--- src/rtl/osc_cal_pkg.sv ---
package osc_cal_pkg;
    typedef enum logic [1:0] {
        ST_IDLE  = 2'd0,
        ST_INWIN = 2'd1,
        ST_HIGH  = 2'd2,
        ST_LOW   = 2'd3
    } cal_state_t;
endpackage

--- src/rtl/osc_cal_sync.sv ---
module osc_cal_sync #(
    parameter int WIDTH  = 2,
    parameter int STAGES = 2
) (
    input  logic             clk,
    input  logic             rst_n,
    input  logic [WIDTH-1:0] async_in,
    output logic [WIDTH-1:0] sync_out
);
    logic [WIDTH-1:0] stage_q [STAGES];

    always_ff @(posedge clk or negedge rst_n) begin
        if (!rst_n) stage_q[0] <= '0;
        else        stage_q[0] <= async_in;
    end

    for (genvar s = 1; s < STAGES; s++) begin : g_stage
        always_ff @(posedge clk or negedge rst_n) begin
            if (!rst_n) stage_q[s] <= '0;
            else        stage_q[s] <= stage_q[s-1];
        end
    end

    assign sync_out = stage_q[STAGES-1];
endmodule

--- src/rtl/osc_cal_dwell_fsm.sv ---
module osc_cal_dwell_fsm
    import osc_cal_pkg::*;
#(
    parameter int DWELL_W = 8
) (
    input  logic               clk,
    input  logic               rst_n,
    input  logic               enable,
    input  logic [DWELL_W-1:0] dwell_n,
    input  logic               hi_s,
    input  logic               lo_s,
    output logic               step_up,
    output logic               step_dn,
    output logic               in_win
);
    cal_state_t         state_q, state_nxt;
    logic [DWELL_W-1:0] run_q, run_nxt, n_eff;
    logic               fire;

    assign n_eff = (dwell_n == '0) ? DWELL_W'(1) : dwell_n;

    // next-state classification
    always_comb begin
        unique case ({enable, hi_s, lo_s})
            3'b110:  state_nxt = ST_HIGH;
            3'b101:  state_nxt = ST_LOW;
            3'b100,
            3'b111:  state_nxt = ST_INWIN;
            default: state_nxt = ST_IDLE;
        endcase
    end

    // state register and run counter
    always_ff @(posedge clk or negedge rst_n) begin
        if (!rst_n) begin
            state_q <= ST_IDLE;
            run_q   <= '0;
        end else begin
            state_q <= state_nxt;
            run_q   <= fire ? '0 : run_nxt;
        end
    end

    // outputs
    always_comb begin
        run_nxt = (state_nxt == state_q) ? run_q + 1'b1 : DWELL_W'(1);
        fire    = 1'b0;
        step_up = 1'b0;
        step_dn = 1'b0;
        in_win  = 1'b0;
        unique case (state_nxt)
            ST_HIGH: begin
                fire    = (run_nxt >= n_eff);
                step_up = fire;
            end
            ST_LOW: begin
                fire    = (run_nxt >= n_eff);
                step_dn = fire;
            end
            ST_INWIN: in_win = 1'b1;
            default:  run_nxt = '0;
        endcase
    end

    assert_one_direction_R4: assert property (@(posedge clk) disable iff (!rst_n)
        $onehot0({step_up, step_dn}));
endmodule

--- src/rtl/osc_cal_code_reg.sv ---
module osc_cal_code_reg #(
    parameter int CODE_W = 6
) (
    input  logic              clk,
    input  logic              rst_n,
    input  logic              enable,
    input  logic [CODE_W-1:0] preset_code,
    input  logic              step_up,
    input  logic              step_dn,
    output logic [CODE_W-1:0] code,
    output logic              range_flag
);
    localparam logic [CODE_W-1:0] CODE_MAX = {CODE_W{1'b1}};

    always_ff @(posedge clk or negedge rst_n) begin
        if (!rst_n) begin
            code       <= '0;
            range_flag <= 1'b0;
        end else if (!enable) begin
            code       <= preset_code;
            range_flag <= 1'b0;
        end else if (step_up) begin
            if (code == CODE_MAX) range_flag <= 1'b1;
            else                  code <= code + 1'b1;
        end else if (step_dn) begin
            if (code == '0) range_flag <= 1'b1;
            else            code <= code - 1'b1;
        end
    end

    assert_single_move_R4: assert property (@(posedge clk) disable iff (!rst_n)
        $past(enable) |-> (code == $past(code)) || (code == $past(code) + 1'b1)
                          || (code == $past(code) - 1'b1));
    assert_disable_reload_R2: assert property (@(posedge clk) disable iff (!rst_n)
        !enable |=> (code == $past(preset_code)) && !range_flag);
    assert_saturate_high_R7: assert property (@(posedge clk) disable iff (!rst_n)
        (enable && step_up && code == CODE_MAX) |=> (code == CODE_MAX) && range_flag);
endmodule

--- src/rtl/osc_cal_lock.sv ---
module osc_cal_lock #(
    parameter int LOCK_M = 16
) (
    input  logic clk,
    input  logic rst_n,
    input  logic enable,
    input  logic in_win,
    input  logic step_any,
    output logic locked
);
    localparam int CNT_W = $clog2(LOCK_M + 1);
    localparam logic [CNT_W-1:0] CNT_TOP = CNT_W'(LOCK_M);

    logic [CNT_W-1:0] win_cnt;

    always_ff @(posedge clk or negedge rst_n) begin
        if (!rst_n) begin
            win_cnt <= '0;
            locked  <= 1'b0;
        end else if (!enable || step_any) begin
            win_cnt <= '0;
            locked  <= 1'b0;
        end else if (in_win) begin
            if (win_cnt < CNT_TOP) win_cnt <= win_cnt + 1'b1;
            if (win_cnt + 1'b1 >= CNT_TOP) locked <= 1'b1;
        end else begin
            win_cnt <= '0;
        end
    end

    assert_step_unlocks_R8: assert property (@(posedge clk) disable iff (!rst_n)
        step_any |=> !locked);
    assert_lock_after_window_R8: assert property (@(posedge clk) disable iff (!rst_n)
        $rose(locked) |-> $past(in_win));
endmodule

--- src/rtl/osc_coarse_cal.sv ---
module osc_coarse_cal #(
    parameter int CODE_W  = 6,
    parameter int DWELL_W = 8,
    parameter int LOCK_M  = 16
) (
    input  logic               clk,
    input  logic               rst_n,
    input  logic               enable,
    input  logic [CODE_W-1:0]  preset_code,
    input  logic [DWELL_W-1:0] dwell_n,
    input  logic               over_hi,
    input  logic               under_lo,
    output logic [CODE_W-1:0]  freq_code,
    output logic               locked,
    output logic               out_of_range
);
    logic [1:0] flags_s;
    logic       step_up, step_dn, in_win;

    // two-stage synchroniser for both comparator flags
    osc_cal_sync #(.WIDTH(2), .STAGES(2)) u_sync (
        .clk      (clk),
        .rst_n    (rst_n),
        .async_in ({over_hi, under_lo}),
        .sync_out (flags_s)
    );

    osc_cal_dwell_fsm #(.DWELL_W(DWELL_W)) u_fsm (
        .clk     (clk),
        .rst_n   (rst_n),
        .enable  (enable),
        .dwell_n (dwell_n),
        .hi_s    (flags_s[1]),
        .lo_s    (flags_s[0]),
        .step_up (step_up),
        .step_dn (step_dn),
        .in_win  (in_win)
    );

    osc_cal_code_reg #(.CODE_W(CODE_W)) u_code (
        .clk         (clk),
        .rst_n       (rst_n),
        .enable      (enable),
        .preset_code (preset_code),
        .step_up     (step_up),
        .step_dn     (step_dn),
        .code        (freq_code),
        .range_flag  (out_of_range)
    );

    osc_cal_lock #(.LOCK_M(LOCK_M)) u_lock (
        .clk      (clk),
        .rst_n    (rst_n),
        .enable   (enable),
        .in_win   (in_win),
        .step_any (step_up | step_dn),
        .locked   (locked)
    );
endmodule

--- config.mk ---
export PLATFORM = sky130hd
export DESIGN_NAME = osc_coarse_cal
export DESIGN_NICKNAME = d
export VERILOG_FILES = /design/src/rtl/osc_cal_pkg.sv /design/src/rtl/osc_cal_sync.sv /design/src/rtl/osc_cal_dwell_fsm.sv /design/src/rtl/osc_cal_code_reg.sv /design/src/rtl/osc_cal_lock.sv /design/src/rtl/osc_coarse_cal.sv
export SDC_FILE = /design/constraint.sdc
export NUM_CORES = 1
export LEC_CHECK = 0
export BUFFER_PORTS_ARGS = -buffer_cell sky130_fd_sc_hd__buf_2
export CORE_MARGIN = 2
export CORE_UTILIZATION = 35
export CTS_CLUSTER_SIZE = 20
export DETAILED_ROUTE_END_ITERATION = 10
export SYNTH_ARGS = -nofsm -noshare
export SYNTH_HDL_FRONTEND = slang
export SYNTH_SLANG_ARGS = --single-unit
--- constraint.sdc ---
create_clock -name clk -period 5.7 [get_ports clk]
set_input_delay 0.285 -clock clk [delete_from_list [all_inputs] [get_ports clk]]
set_output_delay 0.285 -clock clk [all_outputs]
set_load 0.01 [all_outputs]
==> report_table.html, run 1 <==
<table>
<tr><th>Metric</th><th>Value</th></tr>
<tr><th colspan="2">Floorplan</th></tr>
<tr><td>Cell Rows</td><td>25</td></tr>
<tr><td>Floorplan die height</td><td>74.0 um</td></tr>
<tr><td>Placeable Area</td><td>4720 um^2</td></tr>
<tr><td>I/O pin total</td><td>27</td></tr>
<tr><td>Initial core utilization</td><td>36.3%</td></tr>
<tr><td>Full die area</td><td>5470 um^2</td></tr>
<tr><td>Die X</td><td>74.0 um</td></tr>
<tr><th colspan="2">Setup path</th></tr>
<tr><td>Arrival @ worst endpoint</td><td>4460 ps</td></tr>
<tr><td>Timing startpoint of the critical path</td><td>u_sync.sync_out[0]</td></tr>
<tr><td>Reg-to-reg critical path startpoint</td><td>u_sync.sync_out[0]</td></tr>
<tr><td>CP max stage cell</td><td>a221o_1</td></tr>
<tr><td>Data required time of the worst path</td><td>5890 ps</td></tr>
<tr><td>Worst path max stage delay</td><td>470 ps</td></tr>
<tr><td>Kind of launch point of the worst setup path</td><td>register</td></tr>
<tr><td>Crit path to</td><td>u_code.code[5]</td></tr>
<tr><td>Kind of end point of the critical path</td><td>register</td></tr>
<tr><td>Endpoint of the worst register-to-register path</td><td>u_code.code[5]</td></tr>
<tr><td>Cells along the critical path</td><td>and3b_1, o21ai_0, o21ai_0, a21oi_1, buf_4, nor2_1, ha_1, a21o_1, a21o_1, a221o_1, nand3_1, ha_1, a21o_1, o21ba_2, o22ai_1, mux2_2, a311oi_1</td></tr>
<tr><td>R2R depth</td><td>17</td></tr>
<tr><td>Internal reg-to-reg setup slack</td><td>1430 ps</td></tr>
<tr><td>Largest fanout of any net on the critical path</td><td>15</td></tr>
<tr><td>Critical path start-end classification</td><td>register to register</td></tr>
<tr><td>Most used cell along the critical path</td><td>a21o_1</td></tr>
<tr><th colspan="2">Placed design</th></tr>
<tr><td>Pre-CTS setup slack</td><td>1480 ps</td></tr>
<tr><td>Number of input and output port buffers inserted</td><td>26</td></tr>
<tr><td>DPL Wire Length</td><td>2780 um</td></tr>
<tr><td>Placed insts</td><td>269</td></tr>
<tr><td>Routability-driven placement congestion ratio</td><td>0.823</td></tr>
<tr><th colspan="2">Synth</th></tr>
<tr><td>Post-synthesis adder-cell area fraction</td><td>11.4%</td></tr>
<tr><td>Async set-or-reset flop fraction in the synthesized netlist</td><td>100%</td></tr>
<tr><td>Number of cells produced by synthesis</td><td>177</td></tr>
<tr><td>Synth Area per Inst</td><td>9.68 um^2</td></tr>
<tr><td>Count of flip-flops with a built-in enable after synthesis</td><td>0</td></tr>
<tr><td>Largest family of logic cells by synthesized area</td><td>simple AND/OR/NAND/NOR gates</td></tr>
<tr><td>Cell variety after synth</td><td>46</td></tr>
<tr><td>Sequential area share after synthesis</td><td>39.4%</td></tr>
<tr><td>Count of state elements after synthesis</td><td>27</td></tr>
<tr><td>Post-synthesis instance area</td><td>1710 um^2</td></tr>
<tr><td>Post-synth top flop</td><td>dfrtp_1</td></tr>
<tr><td>Count of synthesis-stage warnings from yosys</td><td>0</td></tr>
<tr><td>Simple-gate share of the synthesized area</td><td>19.4%</td></tr>
<tr><td>Net count of the mapped netlist</td><td>211</td></tr>
<tr><td>Multiplexer fraction of the synthesized cell area</td><td>2.48%</td></tr>
<tr><td>Compound-gate portion of the synthesized area</td><td>17.9%</td></tr>
<tr><td>Xor and xnor area share after synthesis</td><td>6.64%</td></tr>
<tr><th colspan="2">Clocking</th></tr>
<tr><td>Buffers from clock root to sink, at most</td><td>2</td></tr>
<tr><td>Clk Latency, worst-skew pair</td><td>280 ps</td></tr>
<tr><td>CTS-repair resized insts</td><td>0</td></tr>
<tr><td>Clock Sinks</td><td>27</td></tr>
<tr><td>Number of buffers inserted for hold repair after clock tree synthesis</td><td>0</td></tr>
<tr><td>Clock-pin slew on the worst setup and hold paths</td><td>100 ps</td></tr>
<tr><td>H-Tree Depth</td><td>1</td></tr>
<tr><td>Clock buffer count from CTS</td><td>3</td></tr>
<tr><td>Clock tree from TritonCTS</td><td>yes</td></tr>
<tr><td>Setup fix buffers added after clock tree synthesis</td><td>0</td></tr>
<tr><td>Library cell used as clock root buffer</td><td>clkbuf_8</td></tr>
<tr><th colspan="2">Run</th></tr>
<tr><td>Total of max-cap violations</td><td>0</td></tr>
<tr><th colspan="2">Power</th></tr>
<tr><td>Leak Pwr</td><td>0.911 nW</td></tr>
<tr><td>Max IR drop VDD</td><td>0.000140 V</td></tr>
<tr><td>Power per Cell Area</td><td>208 nW/um^2</td></tr>
<tr><th colspan="2">Layout</th></tr>
<tr><td>Layout overhead on the synthesized area</td><td>15.2%</td></tr>
<tr><td>Fraction of layout cells with a size suffix above 1</td><td>19.4%</td></tr>
<tr><td>Seq. cell area</td><td>676 um^2</td></tr>
<tr><td>Total area of multi-input combinational cells</td><td>991 um^2</td></tr>
<tr><td>Fillers</td><td>484</td></tr>
<tr><td>Number of standard cells in the final layout excluding fillers</td><td>273</td></tr>
<tr><td>Count of nets after finishing</td><td>241</td></tr>
<tr><td>Total inserted antenna cells</td><td>0</td></tr>
<tr><th colspan="2">Global route</th></tr>
<tr><td>Combined global-route utilization of all metal layers</td><td>14.4%</td></tr>
<tr><td>GR Overflow Total</td><td>0</td></tr>
<tr><td>First-pass GRT wire length</td><td>6090 um</td></tr>
<tr><td>Largest net degree at the start of global routing</td><td>28</td></tr>
<tr><td>Via count of the first global-routing pass</td><td>1,337</td></tr>
<tr><td>Number of antenna violations at the first check in global routing</td><td>0</td></tr>
<tr><th colspan="2">Route</th></tr>
<tr><td>Total iterations of the first detailed-routing run</td><td>4</td></tr>
<tr><td>Post-detailed-route wirelength per cell</td><td>13.2 um</td></tr>
<tr><td>Total wire length</td><td>3590 um</td></tr>
<tr><td>Post-route antenna net violation count</td><td>0</td></tr>
<tr><td>Total number of vias</td><td>1,382</td></tr>
<tr><td>DR iter-0 viols</td><td>40</td></tr>
<tr><td># DRC</td><td>0</td></tr>
<tr><td>Mean number of vias per cell</td><td>5.06</td></tr>
<tr><th colspan="2">STA</th></tr>
<tr><td>Endpoints failing setup</td><td>0</td></tr>
<tr><td>Highest achievable clock rate</td><td>234 MHz</td></tr>
<tr><td>RSZ-0062 raised after global routing</td><td>no</td></tr>
<tr><td>Tightest hold margin</td><td>-0.993 ps</td></tr>
<tr><td>Total negative slack</td><td>0 ps</td></tr>
<tr><td>Final number of hold-violating endpoints</td><td>8</td></tr>
<tr><td>Final setup skew</td><td>11.3 ps</td></tr>
<tr><td>Relative max-transition margin</td><td>57.6%</td></tr>
<tr><td>Time the final worst path needs with I/O delays and setup</td><td>4270 ps</td></tr>
<tr><td>Worst Setup Slack, final</td><td>1430 ps</td></tr>
<tr><td>Post-route clock period utilization</td><td>74.9%</td></tr>
<tr><td>Actual slew at the worst max-slew pin</td><td>634 ps</td></tr>
<tr><td>Final Max Slew Viols</td><td>0</td></tr>
<tr><th colspan="2">Outcome</th></tr>
<tr><td>Result of the run</td><td>finished, violations left</td></tr>
<tr><td>Violated checks</td><td>hold timing</td></tr>
<tr><th colspan="2">Min path</th></tr>
<tr><td>Worst hold-check path type</td><td>input port to async pin</td></tr>
</table>
Yosys cell counts (2+ instances only):
cell | instances | share of area, %
nand4_1 | 3 | 1.1
a31oi_1 | 3 | 1.1
or2_2 | 2 | 0.73
buf_2 | 2 | 0.58
nor3b_1 | 3 | 1.3
a311oi_1 | 2 | 1.0
mux2i_1 | 2 | 1.2
dfrtp_1 | 27 | 39
nand2b_1 | 2 | 0.73
inv_1 | 9 | 2.0
a21o_1 | 5 | 2.2
o22ai_1 | 2 | 0.73
ha_1 | 14 | 10
nor2_1 | 25 | 5.5
xnor2_1 | 6 | 3.1
nand2_1 | 6 | 1.3
xor2_1 | 7 | 3.6
o21ai_0 | 7 | 2.0
a21oi_1 | 8 | 2.3
nor3_1 | 8 | 2.3
nor2b_1 | 4 | 1.5
nand3_1 | 6 | 1.8
report_power, final:
part | total [mW] | switching (mW) | leakage (nW) | internal, mW
Combinational | 0.0843 | 0.0461 | 0.543 | 0.0382
Sequential | 0.213 | 0.0126 | 0.346 | 0.200
Clock | 0.113 | 0.0634 | 0.0217 | 0.0497
routing by layer:
| metal | wire (um) | up-vias | share of wire (%) | GRT usage, % |
|---|---|---|---|---|
| met5 | 0 | - | 0 | 0 |
| met4 | 23 | 0 | 0.64 | 3.03 |
| met3 | 108 | 2 | 3.0 | 2.57 |
| met2 | 1830 | 21 | 51 | 26.0 |
| met1 | 1630 | 664 | 45 | 17.9 |
| li1 | - | 695 | - | - |
layout make-up:
type                       instances  area share [%]
tap                               67            4.25
clock inverter                     1           0.380
multi-input combinational        138            50.2
sequential                        27            34.2
clock buffer                       3            2.09
timing repair buffer              27            6.97
inverter                          10            1.90
flip-flops by register name, summed over array words and instances, names as in the netlist:
register / flops
u_fsm.state_q: 2
u_sync.stage_q: 2
u_fsm.run_q: 8
u_lock.win_cnt: 5
u_sync.sync_out: 2
u_code.code: 6
u_lock.locked: 1
u_code.range_flag: 1
cell usage in the layout (no fill, tap or decap), drive strengths merged, types with 2 or more instances in the layout:
| master | instances |
|---|---|
| a221oi | 2 |
| nand2b | 2 |
| nor2b | 4 |
| ha | 14 |
| xnor2 | 6 |
| mux2i | 2 |
| a31oi | 3 |
| clkbuf | 3 |
| a21oi | 8 |
| nand4 | 3 |
| mux2 | 2 |
| nor3 | 9 |
| dfrtp | 27 |
| o22ai | 2 |
| nand3 | 6 |
| inv | 9 |
| xor2 | 7 |
| buf | 27 |
| nor3b | 3 |
| a21o | 5 |
| or2 | 2 |
| o21ai | 9 |
| nor2 | 25 |
| a311oi | 2 |
| nand2 | 6 |
worst min-delay path by stage:
| stage | end | slack, ps | start |
|---|---|---|---|
| 6_report | u_fsm.run_q[4] | -1 | rst_n |
| 5_1_grt | u_fsm.run_q[4] | 40 | rst_n |
| 4_1_cts | u_fsm.run_q[4] | 20 | rst_n |
| 3_5_place_dp | u_fsm.run_q[4] | 340 | rst_n |
| 3_3_place_gp | u_fsm.run_q[5] | 340 | rst_n |
| 2_1_floorplan | u_code.code[0] | -10 | rst_n |
logic make-up after synthesis:
family	after synthesis
and+or+nand+nor	65
AOI/OAI and AO/OA	41
DFF	27
adders and majority gates	15
xor gates and xnor gates	13
buffers and inverters	12
muxes	4
metrics by stage:
stage | utilization, % | power, mW | area (um^2) | hold slack, ps
detailed placement | 40.8 | 0.301 | 1930 | 335
CTS | 41.8 | 0.417 | 1970 | 23.1
global route | 41.8 | 0.439 | 1970 | 36.8
floorplan | - | 0.271 | 1710 | -10.6
finish | 41.8 | 0.411 | 1970 | -0.993
global placement | 40.8 | 0.300 | 1930 | 338
worst max-delay path: cells and delay by family, from the launching register on:
family	cells	cell delay, ps
buffers and inverters	1	200
AND/OR/NAND/NOR	3	520
flip-flops	1	440
adder cells (fa/ha/maj)	2	590
multiplexers	1	350
AO/OA/AOI/OAI	10	2070
Note: power is estimated with default switching activity, not from simulation.
==> inputs of run 2 (changes only) <==
--- a/config.mk
+++ b/config.mk
@@ -5,6 +5,7 @@
 export SDC_FILE = /design/constraint.sdc
 export NUM_CORES = 1
 export LEC_CHECK = 0
+export ABC_AREA = 1
 export BUFFER_PORTS_ARGS = -buffer_cell sky130_fd_sc_hd__buf_2
 export CORE_MARGIN = 2
 export CORE_UTILIZATION = 35
==> constraint.sdc (replaced) <==
create_clock -name clk -period 4.4 [get_ports clk]
set_input_delay 0.22 -clock clk [delete_from_list [all_inputs] [get_ports clk]]
set_output_delay 0.22 -clock clk [all_outputs]
set_load 0.01 [all_outputs]
==> run 2 against run 1 <==
Against the previous run:
- the run now ends clean
- wire length down 6.9%
- combinational power increased to 3.1 times the previous value
- critical endpoint unchanged
- synthesized cell count is 27% higher
- critical path depth is 4 higher
- sequential power increased by 48%
- count of clock-buffer cells in the layout is the same
- clock power up 27%
- sequential share of layout area is 1.0 points lower
==> report_table.html, run 2 <==
<table>
<tr><th>Metric</th><th>Value</th></tr>
<tr><th colspan="2">STA</th></tr>
<tr><td>Highest achievable clock rate</td><td>288 MHz</td></tr>
<tr><td>Relative max-transition margin</td><td>59.4%</td></tr>
<tr><td>Post-route clock period utilization</td><td>78.9%</td></tr>
<tr><td>Actual slew at the worst max-slew pin</td><td>609 ps</td></tr>
<tr><td>RSZ-0062 raised after global routing</td><td>no</td></tr>
<tr><td>Total negative slack</td><td>0 ps</td></tr>
<tr><td>Time the final worst path needs with I/O delays and setup</td><td>3470 ps</td></tr>
<tr><td>Endpoints failing setup</td><td>0</td></tr>
<tr><td>Final number of hold-violating endpoints</td><td>0</td></tr>
<tr><td>Final Max Slew Viols</td><td>0</td></tr>
<tr><td>Final setup skew</td><td>11.2 ps</td></tr>
<tr><th colspan="2">Synth</th></tr>
<tr><td>Count of flip-flops with a built-in enable after synthesis</td><td>0</td></tr>
<tr><td>Async set-or-reset flop fraction in the synthesized netlist</td><td>100%</td></tr>
<tr><td>Leading cell types by count after synthesis</td><td>nand2_1 (41), inv_1 (38), nor2_1 (29)</td></tr>
<tr><td>Cell types with the largest area share after synthesis</td><td>dfrtp_1 (38%), ha_1 (9.8%), nand2_1 (8.6%), inv_1 (8.0%), nor2_1 (6.1%)</td></tr>
<tr><td>Synth Area per Inst</td><td>7.97 um^2</td></tr>
<tr><td>Sequential area share after synthesis</td><td>37.9%</td></tr>
<tr><td>Most common cell in the netlist</td><td>nand2_1</td></tr>
<tr><td>Portion of synthesized cell area occupied by the leading cell type</td><td>37.9%</td></tr>
<tr><td>Count of state elements after synthesis</td><td>27</td></tr>
<tr><td>Count of synthesis-stage warnings from yosys</td><td>0</td></tr>
<tr><td>Cell variety after synth</td><td>29</td></tr>
<tr><td>Post-synthesis instance area</td><td>1780 um^2</td></tr>
<tr><td>Number of cells produced by synthesis</td><td>224</td></tr>
<tr><td>Post-synth top flop</td><td>dfrtp_1</td></tr>
<tr><td>Net count of the mapped netlist</td><td>258</td></tr>
<tr><td>Biggest area consumer among synthesized cells</td><td>dfrtp_1</td></tr>
<tr><th colspan="2">Setup path</th></tr>
<tr><td>R2R depth</td><td>21</td></tr>
<tr><td>CP max stage cell</td><td>dfrtp_1</td></tr>
<tr><td>Endpoint of the worst register-to-register path</td><td>u_code.code[5]</td></tr>
<tr><td>Internal reg-to-reg setup slack</td><td>930 ps</td></tr>
<tr><td>Kind of launch point of the worst setup path</td><td>register</td></tr>
<tr><td>Kind of end point of the critical path</td><td>register</td></tr>
<tr><td>Largest fanout of any net on the critical path</td><td>7</td></tr>
<tr><td>Cells along the critical path</td><td>nor2_1, o21ai_1, or2_1, nand3_2, inv_2, nand3_1, inv_1, ha_1, a21o_1, nor2_4, nand2_2, nand2_1, ha_1, a21oi_1, o21ai_0, a31oi_1, inv_1, nand2_1, nand3_1, nand2_1, nand2_1</td></tr>
<tr><td>Most used cell along the critical path</td><td>nand2_1</td></tr>
<tr><td>Critical path buffer and inverter count</td><td>3</td></tr>
<tr><td>Arrival @ worst endpoint</td><td>3650 ps</td></tr>
<tr><td>Data required time of the worst path</td><td>4580 ps</td></tr>
<tr><td>Reg-to-reg critical path startpoint</td><td>u_sync.sync_out[1]</td></tr>
<tr><td>Top Family by Delay on Critical Path</td><td>simple AND/OR/NAND/NOR gates</td></tr>
<tr><td>Critical path start-end classification</td><td>register to register</td></tr>
<tr><td>Worst path max stage delay</td><td>400 ps</td></tr>
<tr><th colspan="2">Floorplan</th></tr>
<tr><td>Full die area</td><td>5690 um^2</td></tr>
<tr><td>Initial core utilization</td><td>37.0%</td></tr>
<tr><td>Die X</td><td>75.4 um</td></tr>
<tr><td>Cell Rows</td><td>25</td></tr>
<tr><td>Placeable Area</td><td>4820 um^2</td></tr>
<tr><td>I/O pin total</td><td>27</td></tr>
<tr><td>Floorplan die height</td><td>75.4 um</td></tr>
<tr><th colspan="2">Clocking</th></tr>
<tr><td>Setup fix buffers added after clock tree synthesis</td><td>0</td></tr>
<tr><td>Clk Latency, worst-skew pair</td><td>280 ps</td></tr>
<tr><td>Library cell used as clock root buffer</td><td>clkbuf_8</td></tr>
<tr><td>Buffers from clock root to sink, at most</td><td>2</td></tr>
<tr><td>Clock-pin slew on the worst setup and hold paths</td><td>100 ps</td></tr>
<tr><td>Clock Sinks</td><td>27</td></tr>
<tr><td>Clock tree from TritonCTS</td><td>yes</td></tr>
<tr><td>Clock buffer count from CTS</td><td>3</td></tr>
<tr><td>H-Tree Depth</td><td>1</td></tr>
<tr><th colspan="2">Global route</th></tr>
<tr><td>Number of antenna violations at the first check in global routing</td><td>0</td></tr>
<tr><td>GR Overflow Total</td><td>0</td></tr>
<tr><td>First-pass GRT wire length</td><td>5960 um</td></tr>
<tr><td>Combined global-route utilization of all metal layers</td><td>13.6%</td></tr>
<tr><td>Largest net degree at the start of global routing</td><td>28</td></tr>
<tr><td>Via count of the first global-routing pass</td><td>1,340</td></tr>
<tr><th colspan="2">Power</th></tr>
<tr><td>Power per Cell Area</td><td>355 nW/um^2</td></tr>
<tr><td>Leak Pwr</td><td>1.14 nW</td></tr>
<tr><td>Max IR drop VDD</td><td>0.000217 V</td></tr>
<tr><th colspan="2">Min path</th></tr>
<tr><td>Worst hold start</td><td>over_hi</td></tr>
<tr><td>Hold Path Sink</td><td>u_sync.stage_q[3]</td></tr>
<tr><td>Worst hold-check path type</td><td>input port to register</td></tr>
<tr><td>Number of cells on the worst hold path</td><td>1</td></tr>
<tr><th colspan="2">Layout</th></tr>
<tr><td>Number of standard cells in the final layout excluding fillers</td><td>320</td></tr>
<tr><td>Layout overhead on the synthesized area</td><td>14.0%</td></tr>
<tr><td>Fillers</td><td>531</td></tr>
<tr><td>Count of nets after finishing</td><td>288</td></tr>
<tr><td>Most common cell after layout, fill and taps aside</td><td>nand2_1</td></tr>
<tr><td>Seq. cell area</td><td>676 um^2</td></tr>
<tr><td>Most used cells in the layout excluding fill and tap cells</td><td>nand2_1 (41), inv_1 (38), nor2_1 (29)</td></tr>
<tr><td>Total area of multi-input combinational cells</td><td>932 um^2</td></tr>
<tr><td>Register name with the most flops</td><td>u_fsm.run_q</td></tr>
<tr><td>Post-Layout Inst Area</td><td>2030 um^2</td></tr>
<tr><td>Total inserted antenna cells</td><td>0</td></tr>
<tr><td>Largest registers in the final layout</td><td>u_fsm.run_q x8, u_code.code x6, u_lock.win_cnt x5</td></tr>
<tr><td>Fraction of layout cells with a size suffix above 1</td><td>18.6%</td></tr>
<tr><td>Max FFs per register</td><td>8</td></tr>
<tr><th colspan="2">Route</th></tr>
<tr><td>Mean number of vias per cell</td><td>4.51</td></tr>
<tr><td>DR iter-0 viols</td><td>35</td></tr>
<tr><td>Post-route antenna net violation count</td><td>0</td></tr>
<tr><td># DRC</td><td>0</td></tr>
<tr><td>Total number of vias</td><td>1,444</td></tr>
<tr><td>Total wire length</td><td>3340 um</td></tr>
<tr><td>Post-detailed-route wirelength per cell</td><td>10.4 um</td></tr>
<tr><td>Total iterations of the first detailed-routing run</td><td>4</td></tr>
<tr><th colspan="2">Placed design</th></tr>
<tr><td>Total cell area at the placement stage</td><td>1980 um^2</td></tr>
<tr><td>DPL Wire Length</td><td>2690 um</td></tr>
<tr><td>Routability-driven placement congestion ratio</td><td>0.768</td></tr>
<tr><td>Placed insts</td><td>315</td></tr>
<tr><td>Number of input and output port buffers inserted</td><td>26</td></tr>
<tr><th colspan="2">Run</th></tr>
<tr><td>Total of max-cap violations</td><td>0</td></tr>
<tr><th colspan="2">Outcome</th></tr>
<tr><td>Result of the run</td><td>complete, no violations</td></tr>
</table>
## run 2: repair_timing
item,4_1_cts,5_1_grt
hold buffers,1,0
resized for setup,0,0
hold endpoints to repair,27,0
## run 2: how the worst max path moves through the flow
| stage | from | end | slack [ps] | cells after the start |
|---|---|---|---|---|
| 4_1_cts | u_sync.sync_out[1] | u_code.code[5] | 890 | 22 |
| 3_5_place_dp | enable | u_code.code[5] | 900 | 22 |
| 5_1_grt | u_sync.sync_out[1] | u_code.code[5] | 440 | 24 |
| 6_report | u_sync.sync_out[1] | u_code.code[5] | 930 | 21 |
| 3_3_place_gp | enable | u_code.code[5] | 990 | 22 |
| 2_1_floorplan | u_sync.sync_out[1] | u_code.code[5] | 1270 | 21 |
## run 2: kinds of logic (layout without fill, tap and decap cells)
logic type / Yosys count / in the layout / synth area share (%)
adder cells (fa/ha/maj): 15 / 15 / 10.9
buffers and inverters: 43 / 72 / 9.89
XOR/XNOR: 7 / 7 / 3.44
flip-flops: 27 / 27 / 37.9
AO/OA/AOI/OAI: 25 / 25 / 9.89
multiplexers: 4 / 4 / 2.24
AND/OR/NAND/NOR: 103 / 103 / 25.7
## run 2: final cells by class
type                    instances  share of cell area [%]
clock inverters                 1                   0.369
flip-flops and latches         27                    33.2
repair buffers                 27                    6.89
clock buffers                   3                    2.03
multi-input cells             154                    45.8
well taps                      67                    4.12
inverters                      41                    7.56
## run 2: power breakdown
part,internal (mW),total [mW],switching (mW)
clock network,0.0644,0.144,0.0799
logic,0.112,0.262,0.150
registers,0.276,0.316,0.0399
## run 2: stage by stage
| stage | worst slack (ps) | hold slack, ps | util [%] | total power, mW |
|---|---|---|---|---|
| 6_report | 926 | 36.1 | 42.2 | 0.722 |
| 3_3_place_gp | 987 | 270 | 41.0 | 0.582 |
| 5_1_grt | 440 | 17.9 | 42.2 | 0.789 |
| 2_1_floorplan | 1270 | -75.6 | - | 0.508 |
| 4_1_cts | 889 | 28.2 | 42.2 | 0.734 |
| 3_5_place_dp | 904 | 269 | 41.0 | 0.584 |
## run 2: layer usage
| metal | vias to the layer above | GRT usage (%) | wire [um] |
|---|---|---|---|
| met5 | - | 0 | 0 |
| met4 | 0 | 2.34 | 26 |
| met3 | 5 | 2.91 | 92 |
| met2 | 17 | 23.0 | 1570 |
| met1 | 650 | 18.1 | 1650 |
| li1 | 772 | - | - |
==> inputs of run 3 (changes only) <==
--- a/config.mk
+++ b/config.mk
@@ -5,7 +5,7 @@
 export SDC_FILE = /design/constraint.sdc
 export NUM_CORES = 1
 export LEC_CHECK = 0
-export ABC_AREA = 1
+export ABC_AREA = 0
 export BUFFER_PORTS_ARGS = -buffer_cell sky130_fd_sc_hd__buf_2
 export CORE_MARGIN = 2
 export CORE_UTILIZATION = 35
==> constraint.sdc (replaced) <==
create_clock -name clk -period 3.4 [get_ports clk]
set_input_delay 0.17 -clock clk [delete_from_list [all_inputs] [get_ports clk]]
set_output_delay 0.17 -clock clk [all_outputs]
set_load 0.01 [all_outputs]
==> run 3 against run 2 <==
Against the previous run:
- the run now ends with setup timing left
- critical path type unchanged
- critical path depth decreased by 4
- hold slack improved by 69 ps
- design area increased by 19%
- first-iteration DRC count increased by 5.7%
- clock power increased by 26%
- clock skew decreased by 8.0 ps
- wire length increased by 21%
- count of clock-buffer cells in the layout increased by 1
- fmax decreased by 2.6%
- global-route usage increased by 1.7 points
==> report_table.html, run 3 (same netlist as run 1, synthesis figures left out) <==
<table>
<tr><th>Metric</th><th>Value</th></tr>
<tr><th colspan="2">Power</th></tr>
<tr><td>Leak Pwr</td><td>1.08 nW</td></tr>
<tr><td>Cell-internal power</td><td>0.528 mW</td></tr>
<tr><td>Gate power share</td><td>27.6%</td></tr>
<tr><td>Sequential power share</td><td>48.1%</td></tr>
<tr><td>Switching share of total power</td><td>29.3%</td></tr>
<tr><td>Max IR drop VDD</td><td>0.000256 V</td></tr>
<tr><td>Power per Cell Area</td><td>308 nW/um^2</td></tr>
<tr><td>Clk pwr share</td><td>24.3%</td></tr>
<tr><td>Switching component of the power</td><td>0.219 mW</td></tr>
<tr><th colspan="2">STA</th></tr>
<tr><td>Endpoints failing setup</td><td>4</td></tr>
<tr><td>Final Max Slew Viols</td><td>0</td></tr>
<tr><td>Total negative slack</td><td>-278 ps</td></tr>
<tr><td>Highest achievable clock rate</td><td>280 MHz</td></tr>
<tr><td>Final setup skew</td><td>3.21 ps</td></tr>
<tr><td>Actual slew at the worst max-slew pin</td><td>622 ps</td></tr>
<tr><td>Relative max-transition margin</td><td>58.5%</td></tr>
<tr><td>Time the final worst path needs with I/O delays and setup</td><td>3570 ps</td></tr>
<tr><td>RSZ-0062 raised after global routing</td><td>yes</td></tr>
<tr><td>Final number of hold-violating endpoints</td><td>0</td></tr>
<tr><td>Worst Setup Slack, final</td><td>-167 ps</td></tr>
<tr><td>Post-route clock period utilization</td><td>105%</td></tr>
<tr><th colspan="2">Route</th></tr>
<tr><td>Total iterations of the first detailed-routing run</td><td>4</td></tr>
<tr><td>Total wire length</td><td>4060 um</td></tr>
<tr><td>Post-detailed-route wirelength per cell</td><td>13.4 um</td></tr>
<tr><td>Post-route antenna net violation count</td><td>0</td></tr>
<tr><td>Mean number of vias per cell</td><td>4.99</td></tr>
<tr><td>DR iter-0 viols</td><td>37</td></tr>
<tr><td>Total number of vias</td><td>1,511</td></tr>
<tr><td># DRC</td><td>0</td></tr>
<tr><th colspan="2">Setup path</th></tr>
<tr><td>Cells along the critical path</td><td>buf_6, ha_2, nand3_2, nor2_2, xnor2_2, nor2_2, ha_1, nand4_1, nor2_2, a221o_1, nand3_4, ha_4, a21o_1, o21ba_4, o22ai_2, mux2_4, a311oi_2</td></tr>
<tr><td>Reg-to-reg critical path startpoint</td><td>u_fsm.run_q[0]</td></tr>
<tr><td>Most used cell along the critical path</td><td>nor2_2</td></tr>
<tr><td>Kind of launch point of the worst setup path</td><td>register</td></tr>
<tr><td>Arrival @ worst endpoint</td><td>3750 ps</td></tr>
<tr><td>Top Family by Delay on Critical Path</td><td>compound AO/OA/AOI/OAI gates</td></tr>
<tr><td>Worst path max stage delay</td><td>370 ps</td></tr>
<tr><td>Endpoint of the worst register-to-register path</td><td>u_code.code[5]</td></tr>
<tr><td>R2R depth</td><td>17</td></tr>
<tr><td>Kind of end point of the critical path</td><td>register</td></tr>
<tr><td>Critical path start-end classification</td><td>register to register</td></tr>
<tr><td>Largest fanout of any net on the critical path</td><td>5</td></tr>
<tr><td>Data required time of the worst path</td><td>3580 ps</td></tr>
<tr><td>Internal reg-to-reg setup slack</td><td>-170 ps</td></tr>
<tr><td>CP max stage cell</td><td>dfrtp_1</td></tr>
<tr><td>Critical path buffer and inverter count</td><td>1</td></tr>
<tr><th colspan="2">Layout</th></tr>
<tr><td>Count of nets after finishing</td><td>271</td></tr>
<tr><td>Largest registers in the final layout</td><td>u_fsm.run_q x8, u_code.code x6, u_lock.win_cnt x5</td></tr>
<tr><td>Seq. cell area</td><td>676 um^2</td></tr>
<tr><td>Total inserted antenna cells</td><td>0</td></tr>
<tr><td>Number of standard cells in the final layout excluding fillers</td><td>303</td></tr>
<tr><td>Fraction of layout cells with a size suffix above 1</td><td>40.7%</td></tr>
<tr><td>Register name with the most flops</td><td>u_fsm.run_q</td></tr>
<tr><td>Most common cell after layout, fill and taps aside</td><td>dfrtp_1</td></tr>
<tr><td>Most used cells in the layout excluding fill and tap cells</td><td>dfrtp_1 (27), buf_2 (26), buf_4 (24)</td></tr>
<tr><td>Total area of multi-input combinational cells</td><td>1200 um^2</td></tr>
<tr><td>Layout overhead on the synthesized area</td><td>41.4%</td></tr>
<tr><td>Fillers</td><td>446</td></tr>
<tr><td>Max FFs per register</td><td>8</td></tr>
<tr><th colspan="2">Floorplan</th></tr>
<tr><td>Initial core utilization</td><td>36.3%</td></tr>
<tr><td>I/O pin total</td><td>27</td></tr>
<tr><td>Floorplan die height</td><td>74.0 um</td></tr>
<tr><td>Cell Rows</td><td>25</td></tr>
<tr><td>Full die area</td><td>5470 um^2</td></tr>
<tr><td>Placeable Area</td><td>4720 um^2</td></tr>
<tr><td>Die X</td><td>74.0 um</td></tr>
<tr><th colspan="2">Placed design</th></tr>
<tr><td>Routability-driven placement congestion ratio</td><td>0.861</td></tr>
<tr><td>DPL Wire Length</td><td>2850 um</td></tr>
<tr><td>Pre-CTS setup slack</td><td>-193 ps</td></tr>
<tr><td>Placed insts</td><td>292</td></tr>
<tr><td>Number of input and output port buffers inserted</td><td>26</td></tr>
<tr><th colspan="2">Global route</th></tr>
<tr><td>Via count of the first global-routing pass</td><td>1,472</td></tr>
<tr><td>Combined global-route utilization of all metal layers</td><td>15.3%</td></tr>
<tr><td>GR Overflow Total</td><td>0</td></tr>
<tr><td>First-pass GRT wire length</td><td>6580 um</td></tr>
<tr><td>Largest net degree at the start of global routing</td><td>28</td></tr>
<tr><td>Number of antenna violations at the first check in global routing</td><td>0</td></tr>
<tr><th colspan="2">Clocking</th></tr>
<tr><td>Library cell used as clock root buffer</td><td>clkbuf_8</td></tr>
<tr><td>Clock buffer count from CTS</td><td>3</td></tr>
<tr><td>H-Tree Depth</td><td>1</td></tr>
<tr><td>Buffers from clock root to sink, at most</td><td>2</td></tr>
<tr><td>Clk Latency, worst-skew pair</td><td>270 ps</td></tr>
<tr><td>Clock-pin slew on the worst setup and hold paths</td><td>90 ps</td></tr>
<tr><td>Clock Sinks</td><td>27</td></tr>
<tr><td>Clock tree from TritonCTS</td><td>yes</td></tr>
<tr><th colspan="2">Run</th></tr>
<tr><td>Total of max-cap violations</td><td>0</td></tr>
<tr><th colspan="2">Min path</th></tr>
<tr><td>Worst hold start</td><td>preset_code[2]</td></tr>
<tr><td>Number of cells on the worst hold path</td><td>2</td></tr>
<tr><td>Hold Path Sink</td><td>u_code.code[2]</td></tr>
<tr><td>Worst hold-check path type</td><td>input port to register</td></tr>
<tr><th colspan="2">Outcome</th></tr>
<tr><td>Result of the run</td><td>finished, violations left</td></tr>
<tr><td>Violated checks</td><td>setup timing</td></tr>
</table>
[run 3: cell types whose count changed in the layout (fill, tap and decap cells not counted), moves of 4 or more]
cell	delta
ha_4	+6
nand3_1	-13
xnor2_1	+5
ha_1	-7
nor2_2	+4
buf_4	+24
buf_6	+4
nand2_1	-35
nor2_1	-12
nand2_2	-4
inv_1	-29
[run 3: repair_timing]
action,4_1_cts,5_1_grt
endpoints found under the hold margin,29,0
hold buffers,3,0
pin swaps,2,21
resized for setup,7,30
buffers inserted,3,1
setup endpoints to repair,3,4
[run 3: metrics by stage]
stage / power (mW) / area (um^2) / util, % / hold slack [ps]
2_1_floorplan: 0.465 / 1750 / - / -126
3_3_place_gp: 0.532 / 2130 / 45.0 / 223
3_5_place_dp: 0.533 / 2130 / 45.0 / 228
4_1_cts: 0.735 / 2250 / 47.7 / 96.9
5_1_grt: 0.795 / 2420 / 51.3 / 96.6
6_report: 0.746 / 2420 / 51.3 / 105
[run 3: layer usage]
metal | GRT usage (%) | wire length [um] | vias up | part of all wire [%]
li1 | - | - | 758 | -
met1 | 20.6 | 1840 | 728 | 45
met2 | 26.4 | 2090 | 25 | 51
met3 | 3.52 | 134 | 0 | 3.3
met4 | 1.01 | 0 | 0 | 0
met5 | 0 | 0 | - | 0
[run 3: worst max path at each step]
stage | from | to | slack (ps) | depth (start not counted)
after global placement | u_sync.sync_out[0] | u_code.code[5] | -130 | 17
after detailed placement | u_sync.sync_out[0] | u_code.code[5] | -190 | 17
final | u_fsm.run_q[0] | u_code.code[5] | -170 | 17
after CTS | u_sync.sync_out[0] | u_code.code[5] | -150 | 17
after floorplan | u_sync.sync_out[0] | u_code.code[5] | -250 | 17
after global routing | u_fsm.run_q[0] | u_code.code[5] | -310 | 17
[run 3: power by group through the flow]
stage / Combinational, mW / Sequential [mW] / Clock [mW]
5_1_grt: 0.227 / 0.362 / 0.206
6_report: 0.206 / 0.359 / 0.181
3_3_place_gp: 0.170 / 0.362 / 0
2_1_floorplan: 0.102 / 0.363 / 0
3_5_place_dp: 0.171 / 0.363 / 0
4_1_cts: 0.186 / 0.357 / 0.192
[run 3: final cells by class]
| cell class | instances | share of cell area [%] |
|---|---|---|
| multi-input cells | 138 | 49.4 |
| flip-flops and latches | 27 | 27.9 |
| repair buffers | 57 | 15.9 |
| well taps | 67 | 3.46 |
| clock buffers | 4 | 1.86 |
| inverters | 10 | 1.55 |
[run 3: worst reg2reg max path: cells and delay by family, from the launching register on]
| kind | cells | cell delay (ps) |
|---|---|---|
| AO/OA/AOI/OAI | 5 | 960 |
| AND/OR/NAND/NOR | 6 | 810 |
| adder cells (fa/ha/maj) | 3 | 770 |
| flip-flops | 1 | 370 |
| multiplexers | 1 | 320 |
| XOR/XNOR | 1 | 150 |
| buffers and inverters | 1 | 120 |
